### src/rtl/wdog_pkg.sv
package wdog_pkg;
   localparam int          FIELD_MAX = 12;
   localparam logic [7:0]  OFF_CTRL  = 8'h00;
   localparam logic [7:0]  OFF_MODE  = 8'h04;
   localparam logic [7:0]  OFF_STAT  = 8'h08;
   localparam logic [7:0]  KEY_VAL   = 8'hA5;
   localparam int          KEY_LSB   = 24;
   localparam int          BIT_GO    = 0;
   localparam int          BIT_IRQEN = 12;
   localparam int          BIT_RSTEN = 13;
   localparam int          BIT_DIS   = 15;
   localparam int          WIN_LSB   = 16;
   localparam int          BIT_IDLE  = 28;
   localparam int          BIT_DBG   = 29;
   localparam int          ST_UF     = 0;
   localparam int          ST_WIN    = 1;
   localparam int          ST_W      = 2;
endpackage

### src/rtl/wdog_regs.sv
module wdog_regs
   import wdog_pkg::*;
#(
   parameter int CNT_W  = 12,
   parameter int ADDR_W = 4
) (
   input  logic              clk,
   input  logic              rst_n,
   input  logic              bus_sel,
   input  logic              bus_wr,
   input  logic [ADDR_W-1:0] bus_addr,
   input  logic [31:0]       bus_wdata,
   input  logic [ST_W-1:0]   status,
   output logic [31:0]       bus_rdata,
   output logic [CNT_W-1:0]  reload_q,
   output logic [CNT_W-1:0]  window_q,
   output logic              irq_en_q,
   output logic              rst_en_q,
   output logic              dis_q,
   output logic              idle_frz_q,
   output logic              dbg_frz_q,
   output logic              restart,
   output logic              load,
   output logic              mode_wr,
   output logic              stat_rd
);
   localparam logic [CNT_W-1:0] MAXV = {CNT_W{1'b1}};

   logic ctrl_wr;

   always_comb begin
      ctrl_wr = bus_sel && bus_wr && (bus_addr == ADDR_W'(OFF_CTRL));
      mode_wr = bus_sel && bus_wr && (bus_addr == ADDR_W'(OFF_MODE));
      stat_rd = bus_sel && !bus_wr && (bus_addr == ADDR_W'(OFF_STAT));
      restart = ctrl_wr && (bus_wdata[KEY_LSB +: 8] == KEY_VAL) && bus_wdata[BIT_GO];
      load    = mode_wr && !dis_q;
   end

   always_ff @(posedge clk) begin
      if (!rst_n) begin
         reload_q   <= MAXV;
         window_q   <= MAXV;
         irq_en_q   <= 1'b0;
         rst_en_q   <= 1'b1;
         dis_q      <= 1'b1;
         idle_frz_q <= 1'b0;
         dbg_frz_q  <= 1'b0;
      end else if (mode_wr) begin
         irq_en_q   <= bus_wdata[BIT_IRQEN];
         rst_en_q   <= bus_wdata[BIT_RSTEN];
         dis_q      <= bus_wdata[BIT_DIS];
         idle_frz_q <= bus_wdata[BIT_IDLE];
         dbg_frz_q  <= bus_wdata[BIT_DBG];
         if (!dis_q) begin
            reload_q <= bus_wdata[CNT_W-1:0];
            window_q <= bus_wdata[WIN_LSB +: CNT_W];
         end
      end
   end

   always_comb begin
      bus_rdata = '0;
      if (bus_sel && !bus_wr) begin
         if (bus_addr == ADDR_W'(OFF_MODE)) begin
            bus_rdata[CNT_W-1:0]         = reload_q;
            bus_rdata[WIN_LSB +: CNT_W]  = window_q;
            bus_rdata[BIT_IRQEN]         = irq_en_q;
            bus_rdata[BIT_RSTEN]         = rst_en_q;
            bus_rdata[BIT_DIS]           = dis_q;
            bus_rdata[BIT_IDLE]          = idle_frz_q;
            bus_rdata[BIT_DBG]           = dbg_frz_q;
         end else if (bus_addr == ADDR_W'(OFF_STAT)) begin
            bus_rdata[ST_W-1:0] = status;
         end
      end
   end


   field_lock_chk: assert property (@(posedge clk) disable iff (!rst_n)
      (mode_wr && dis_q) |=> ($stable(reload_q) && $stable(window_q)));
endmodule

### src/rtl/wdog_counter.sv
module wdog_counter #(
   parameter int CNT_W = 12
) (
   input  logic             clk,
   input  logic             rst_n,
   input  logic             tick_en,
   input  logic             frozen,
   input  logic             dis,
   input  logic [CNT_W-1:0] reload,
   input  logic [CNT_W-1:0] window,
   input  logic [CNT_W-1:0] load_val,
   input  logic             load,
   input  logic             restart,
   output logic             uf_evt,
   output logic             win_evt
);
   localparam logic [CNT_W-1:0] MAXV = {CNT_W{1'b1}};

   logic [CNT_W-1:0] cnt_q;
   logic             step;

   always_comb begin
      step    = tick_en && !frozen && !dis && !load && !restart;
      uf_evt  = step && (cnt_q == '0);
      win_evt = restart && !dis && (cnt_q > window);
   end

   always_ff @(posedge clk) begin
      if (!rst_n)             cnt_q <= MAXV;
      else if (load)          cnt_q <= load_val;
      else if (dis || restart) cnt_q <= reload;
      else if (step)          cnt_q <= (cnt_q == '0) ? reload : cnt_q - 1'b1;
   end


   quiet_when_off_chk: assert property (@(posedge clk) disable iff (!rst_n)
      dis |-> (!uf_evt && !win_evt));


   dec_by_one_chk: assert property (@(posedge clk) disable iff (!rst_n)
      (tick_en && !frozen && !dis && !load && !restart && cnt_q != '0)
      |=> (cnt_q == $past(cnt_q) - 1'b1));
endmodule

### src/rtl/wdog_fault.sv
module wdog_fault
   import wdog_pkg::*;
(
   input  logic            clk,
   input  logic            rst_n,
   input  logic            uf_evt,
   input  logic            win_evt,
   input  logic            stat_rd,
   input  logic            mode_wr,
   input  logic            irq_en,
   input  logic            rst_en,
   output logic [ST_W-1:0] status_q,
   output logic            irq_o,
   output logic            rst_pulse_o
);
   logic [ST_W-1:0] set_v;

   always_comb begin
      set_v         = '0;
      set_v[ST_UF]  = uf_evt;
      set_v[ST_WIN] = win_evt;
      irq_o         = irq_en && (|status_q);
   end

   always_ff @(posedge clk) begin
      if (!rst_n) begin
         status_q    <= '0;
         rst_pulse_o <= 1'b0;
      end else begin
         status_q    <= (stat_rd ? '0 : status_q) | set_v;
         rst_pulse_o <= rst_en && (|set_v);
      end
   end


   irq_hold_chk: assert property (@(posedge clk) disable iff (!rst_n)
      $fell(irq_o) |-> ($past(stat_rd) || $past(mode_wr)));


   pulse_has_cause_chk: assert property (@(posedge clk) disable iff (!rst_n)
      rst_pulse_o |-> (|status_q));
endmodule

### src/rtl/wdog_keyed.sv
module wdog_keyed
   import wdog_pkg::*;
#(
   parameter int CNT_W  = 12,
   parameter int ADDR_W = 4
) (
   input  logic              clk,
   input  logic              rst_n,
   input  logic              tick_en,
   input  logic              cpu_idle,
   input  logic              cpu_debug,
   input  logic              bus_sel,
   input  logic              bus_wr,
   input  logic [ADDR_W-1:0] bus_addr,
   input  logic [31:0]       bus_wdata,
   output logic [31:0]       bus_rdata,
   output logic              irq_o,
   output logic              rst_pulse_o
);
   if (CNT_W < 2 || CNT_W > FIELD_MAX) begin : g_bad_cnt_w
      $error("wdog_keyed: CNT_W must be in 2..12");
   end
   if (ADDR_W < 4) begin : g_bad_addr_w
      $error("wdog_keyed: ADDR_W must be at least 4");
   end

   logic [CNT_W-1:0] reload_q, window_q;
   logic             irq_en_q, rst_en_q, dis_q, idle_frz_q, dbg_frz_q;
   logic             restart, load, mode_wr, stat_rd;
   logic             uf_evt, win_evt, frozen;
   logic [ST_W-1:0]  status_q;

   assign frozen = (idle_frz_q && cpu_idle) || (dbg_frz_q && cpu_debug);

   wdog_regs #(.CNT_W(CNT_W), .ADDR_W(ADDR_W)) regs_i (
      .clk(clk), .rst_n(rst_n), .bus_sel(bus_sel), .bus_wr(bus_wr),
      .bus_addr(bus_addr), .bus_wdata(bus_wdata), .status(status_q),
      .bus_rdata(bus_rdata), .reload_q(reload_q), .window_q(window_q),
      .irq_en_q(irq_en_q), .rst_en_q(rst_en_q), .dis_q(dis_q),
      .idle_frz_q(idle_frz_q), .dbg_frz_q(dbg_frz_q), .restart(restart),
      .load(load), .mode_wr(mode_wr), .stat_rd(stat_rd)
   );

   wdog_counter #(.CNT_W(CNT_W)) cnt_i (
      .clk(clk), .rst_n(rst_n), .tick_en(tick_en), .frozen(frozen),
      .dis(dis_q), .reload(reload_q), .window(window_q),
      .load_val(bus_wdata[CNT_W-1:0]), .load(load), .restart(restart),
      .uf_evt(uf_evt), .win_evt(win_evt)
   );

   wdog_fault fault_i (
      .clk(clk), .rst_n(rst_n), .uf_evt(uf_evt), .win_evt(win_evt),
      .stat_rd(stat_rd), .mode_wr(mode_wr), .irq_en(irq_en_q),
      .rst_en(rst_en_q), .status_q(status_q), .irq_o(irq_o),
      .rst_pulse_o(rst_pulse_o)
   );
endmodule

### config.mk
export PLATFORM = sky130hd
export DESIGN_NAME = wdog_keyed
export DESIGN_NICKNAME = d
export VERILOG_FILES = /design/src/rtl/wdog_pkg.sv /design/src/rtl/wdog_regs.sv /design/src/rtl/wdog_counter.sv /design/src/rtl/wdog_fault.sv /design/src/rtl/wdog_keyed.sv
export SDC_FILE = /design/constraint.sdc
export NUM_CORES = 1
export LEC_CHECK = 0
export BUFFER_PORTS_ARGS = -buffer_cell sky130_fd_sc_hd__buf_4
export CAP_MARGIN = 20
export CORE_MARGIN = 8
export CORE_UTILIZATION = 40
export DETAILED_ROUTE_END_ITERATION = 10
export GPL_ROUTABILITY_DRIVEN = 0
export PLACE_DENSITY = 0.73
export SYNTH_ARGS = -nofsm -noshare
export SYNTH_HDL_FRONTEND = slang
export SYNTH_SLANG_ARGS = --single-unit
### constraint.sdc
create_clock -name clk -period 4.6 [get_ports clk]
set_input_delay 0.23 -clock clk [delete_from_list [all_inputs] [get_ports clk]]
set_output_delay 0.23 -clock clk [all_outputs]
set_load 0.01 [all_outputs]
==> results <==
- The most common cell in the synthesized netlist is nand2_1.
- Counting the fill cells in the layout gives 647.
- Of all cell types, the one taking the most synthesized area is dfxtp_1.
- The arrival time at the worst endpoint is 3.14 ns.
- By area the synthesized netlist is led by dfxtp_1 (34%), nand2_1 (7.2%), and3_1 (6.9%).
- The endpoint identified for the worst register-to-register timing path is cnt_i.cnt_q[9]$_SDFFE_PN1P_.
- For this run, the leading register cell type out of synthesis is dfxtp_1.
- The count of endpoints failing hold in the final timing report is 0.
- STA classifies the critical path endpoint as a flip-flop.
- From bottom edge to top edge, the die measures 96.8 um.
- The path with the worst hold slack has its endpoint at regs_i.rst_en_q$_SDFFE_PN1N_.
- The total instance count after detailed placement is 462.
- For this design the ratio of total power to cell area is 215 nW/um2.
- The via count of the first global-routing pass was 2708.
- The number of distinct library cell variants in the gate-level netlist after synthesis is 49.
- Walking the worst path, the cells encountered are inv_1 > ha_1 > or4b_1 > or4_4 > o211ai_1 > o221ai_1 > a221o_1.
- The post-route non-filler standard cell count is 470.
- The maximum number of buffers from clock root to sink is 2.
- Dividing the final minimum period by the clock period gives 0.643.
- On the worst path, the slowest cell contributes a delay of 0.57 ns.
- After clock tree synthesis, the clock-pin slew on the worst setup and hold paths is 0.08 ns.
- The completed layout was analyzed and its total power is 0.000705 W.
- The number of vias in the routed layout is 2683.
- The maximum clock frequency is 338 MHz.
- The overall routing resource usage is 0.168.
- The type of the most critical hold path is in -> reg.
- TritonCTS built the clock tree.
- In this design, the largest share of critical-path delay is due to simple AND/OR/NAND/NOR gates.
- The clock latency at the later pin of the worst-skew pair is 0.30 ns.
- 77 I/O pins were placed.
- The number of nets at the end of the flow is 448.
- The sequential-to-total area share from yosys stat is 0.337.
- Buffers inserted during clock tree synthesis total 5.
- In this run the number of H-tree levels came out at 2.
- The critical path start-end classification is reg -> reg.
- The count of yosys warnings during synthesis is 0.
- After floorplanning, the core was divided into 29 placement rows.
- The first global-routing pass estimated 13.5 mm of wire.
- The global-route congestion overflow total is 0.
- The layout overhead on the synthesized area is 25.5%.
- The quantity of I/O buffers inserted on ports is 72.
- The share of async-settable or async-resettable flops after synthesis is 0.
- Setup repair after global routing left no endpoint under its margin.
- The number of flops mapped to enable cells by yosys is 0.
- The number of DRC violations after detailed routing is 0.
- The count of final max-slew check failures is 0.
- The iteration count of the initial detailed-routing pass is 4.
- The worst-path cell with the longest stage delay is or4b_1.
- The critical path depth is 7.
- The violation count after the first detailed-route iteration is 181.
- Entering global routing, the biggest net connects 35 pins.
- The cell area that synthesis handed to floorplanning was 2610 um2.
- The number of cells on the worst reg-to-reg path is 7.
- The number of buffers inserted for hold repair after clock tree synthesis is 0.
- The antenna diode count is 0.
- Wire segments on met2 add up to 3.80 mm in the final route.
- Between clock sinks in the finished design, the worst skew comes to 0.00238 ns.
- After technology mapping, the gate count stands at 331.
- For this design the static power due to leakage is 1.59 nW.
- Ranked by instance count, the synthesized netlist is headed by nand2_1 (50), dfxtp_1 (44), and3_1 (29).
- The flow ran to the end, and the final reports show no timing, DRC or antenna violations.
- The TritonCTS sink count is 44.
- The number of buffer and inverter stages on the critical path is 1.
- The number of max-cap violations is 0.
- The origin of the critical flop-to-flop path is cnt_i.cnt_q[0]$_SDFFE_PN1P_.
- The routed length on met3 is 456 um.
- The count of final setup violators is 0.
- The slew at the pin with the worst max-slew slack is 0.960 ns.
- The share of Yosys cell area claimed by the top area cell type is 0.337.
- The summed negative setup slack over all endpoints is 0 ns.
- The count of antenna-violating nets left after detailed routing is 0.
- The worst hold path was traced through 3 stages.
- The source of the worst hold timing path is bus_wdata[13].
- The initial cell density of the core is 0.412.
- The critical path data required time is 4.79 ns.
- The wire length reported by the detailed router is 8.10 mm.
- Buffers added to address setup during post-CTS repair amount to 0.
- The die area is 9380 um2.
- Measured on the finished design, the core utilization comes to 0.517.
- Of all nets on the critical path, the largest fanout is 11.
- The cell sitting at the root of the clock tree is a clkbuf_8.
- After detailed routing, the number of vias per cell comes to 5.71.
- Of the cells placed in the final design, the portion with a size suffix greater than 1 is 0.229.
- In the final routed layout, each cell accounts on average for 17.2 um.
- Post-CTS repair changed the size of 0 cells.
- After detailed routing, no signal wire sits above met4.
- The overall die width is 96.8 um.
- A synthesized cell averages 7.90 um2.
- The synthesized flop and latch total is 44.
- In the final routing, the length of wire on met1 measures 3.70 mm.
- VDD sags by at most 0.109 mV.
- For flop-to-flop paths, the worst setup slack is 1.64 ns.
- The standard cell core area is 6350 um2.
- The initial antenna violation count was 0.
- The worst setup path is launched from a flip-flop.
- The total half-perimeter wirelength after legalization and detailed placement is 6.13 mm.
- The worst slew slack as a fraction of its limit is 0.356.
- The final critical delay including setup and external delays is 2.96 ns.
-- flip-flops by register name, summed over array words and instances (netlist names) --
register,flops
cnt_i.cnt_q,12
fault_i.rst_pulse_o,1
fault_i.status_q,2
regs_i.dbg_frz_q,1
regs_i.dis_q,1
regs_i.idle_frz_q,1
regs_i.irq_en_q,1
regs_i.reload_q,12
regs_i.rst_en_q,1
regs_i.window_q,12
-- power by group --
group | internal [W] | switching, W | leakage [nW]
Clock | 0.000123 | 0.000132 | 0.0455
Combinational | 0.0000343 | 0.0000342 | 1.19
Sequential | 0.000381 | 0.000000817 | 0.356
Total | 0.000538 | 0.000167 | 1.59
-- cell type report --
class,count,area [um2],share of cell area
Clock buffer,8,90.1,0.0275
Sequential cell,44,881,0.268
Tap cell,77,96.3,0.0294
Multi-Input combinational cell,245,1560,0.477
Inverter,19,71.3,0.0217
Timing Repair Buffer,77,578,0.176
-- stage by stage --
step,hold WS (ns),setup slack (ns),area [um2]
floorplan,0.354,2.15,2620
detailed placement,0.444,1.65,3190
global placement,0.441,1.56,3180
finish,0.148,1.64,3280
global route,0.163,1.49,3280
CTS,0.144,1.61,3280
-- worst min-delay path, cell delays in order --
cell	delay [ns]
buf_4	0.08
mux2i_1	0.05
nand2_1	0.06
-- layout by cell type, fill, tap and decap left out, types with 3 or more instances in the layout --
cell and n:
buf_4 77, nand2_1 50, dfxtp_1 44, and3_1 29
nand3_1 22, inv_1 18, a21oi_1 16, o211ai_1 15
ha_1 13, o21ai_0 8, nand4_1 8, nor2_1 7
nor3_1 7, a22oi_1 7, nor4_1 6, o32a_1 6
clkbuf_8 6, xnor2_1 5, a221o_1 4, nor2b_1 3
a211oi_1 3, conb_1 3
-- how the worst max path moves through the flow --
| stage | startpoint | to | slack [ns] |
|---|---|---|---|
| 2_1_floorplan | cnt_i.cnt_q[0]$_SDFFE_PN1P_ | cnt_i.cnt_q[11]$_SDFFE_PN1P_ | 2.15 |
| 4_1_cts | cnt_i.cnt_q[0]$_SDFFE_PN1P_ | cnt_i.cnt_q[9]$_SDFFE_PN1P_ | 1.61 |
| 6_report | cnt_i.cnt_q[0]$_SDFFE_PN1P_ | cnt_i.cnt_q[9]$_SDFFE_PN1P_ | 1.64 |
| 3_5_place_dp | cnt_i.cnt_q[0]$_SDFFE_PN1P_ | cnt_i.cnt_q[9]$_SDFFE_PN1P_ | 1.65 |
| 3_3_place_gp | bus_addr[3] | cnt_i.cnt_q[9]$_SDFFE_PN1P_ | 1.56 |
| 5_1_grt | cnt_i.cnt_q[0]$_SDFFE_PN1P_ | cnt_i.cnt_q[9]$_SDFFE_PN1P_ | 1.49 |
-- layer usage --
metal  vias to the layer above  GRT usage
met3                         9     0.0448
li1                       1333          -
met2                        79      0.278
met1                      1262      0.210
met4                         0     0.0462
met5                         -          0
-- logic make-up after synthesis --
| kind of cell | Yosys count | synth area share |
|---|---|---|
| flip-flops | 44 | 0.337 |
| multiplexers | 2 | 0.00766 |
| other | 1 | 0.00143 |
| buffers and inverters | 44 | 0.0718 |
| adder cells (fa/ha/maj) | 13 | 0.0622 |
| XOR/XNOR | 6 | 0.0201 |
| AND/OR/NAND/NOR | 150 | 0.304 |
| AO/OA/AOI/OAI | 71 | 0.196 |
(Power assumes the default switching activity.)
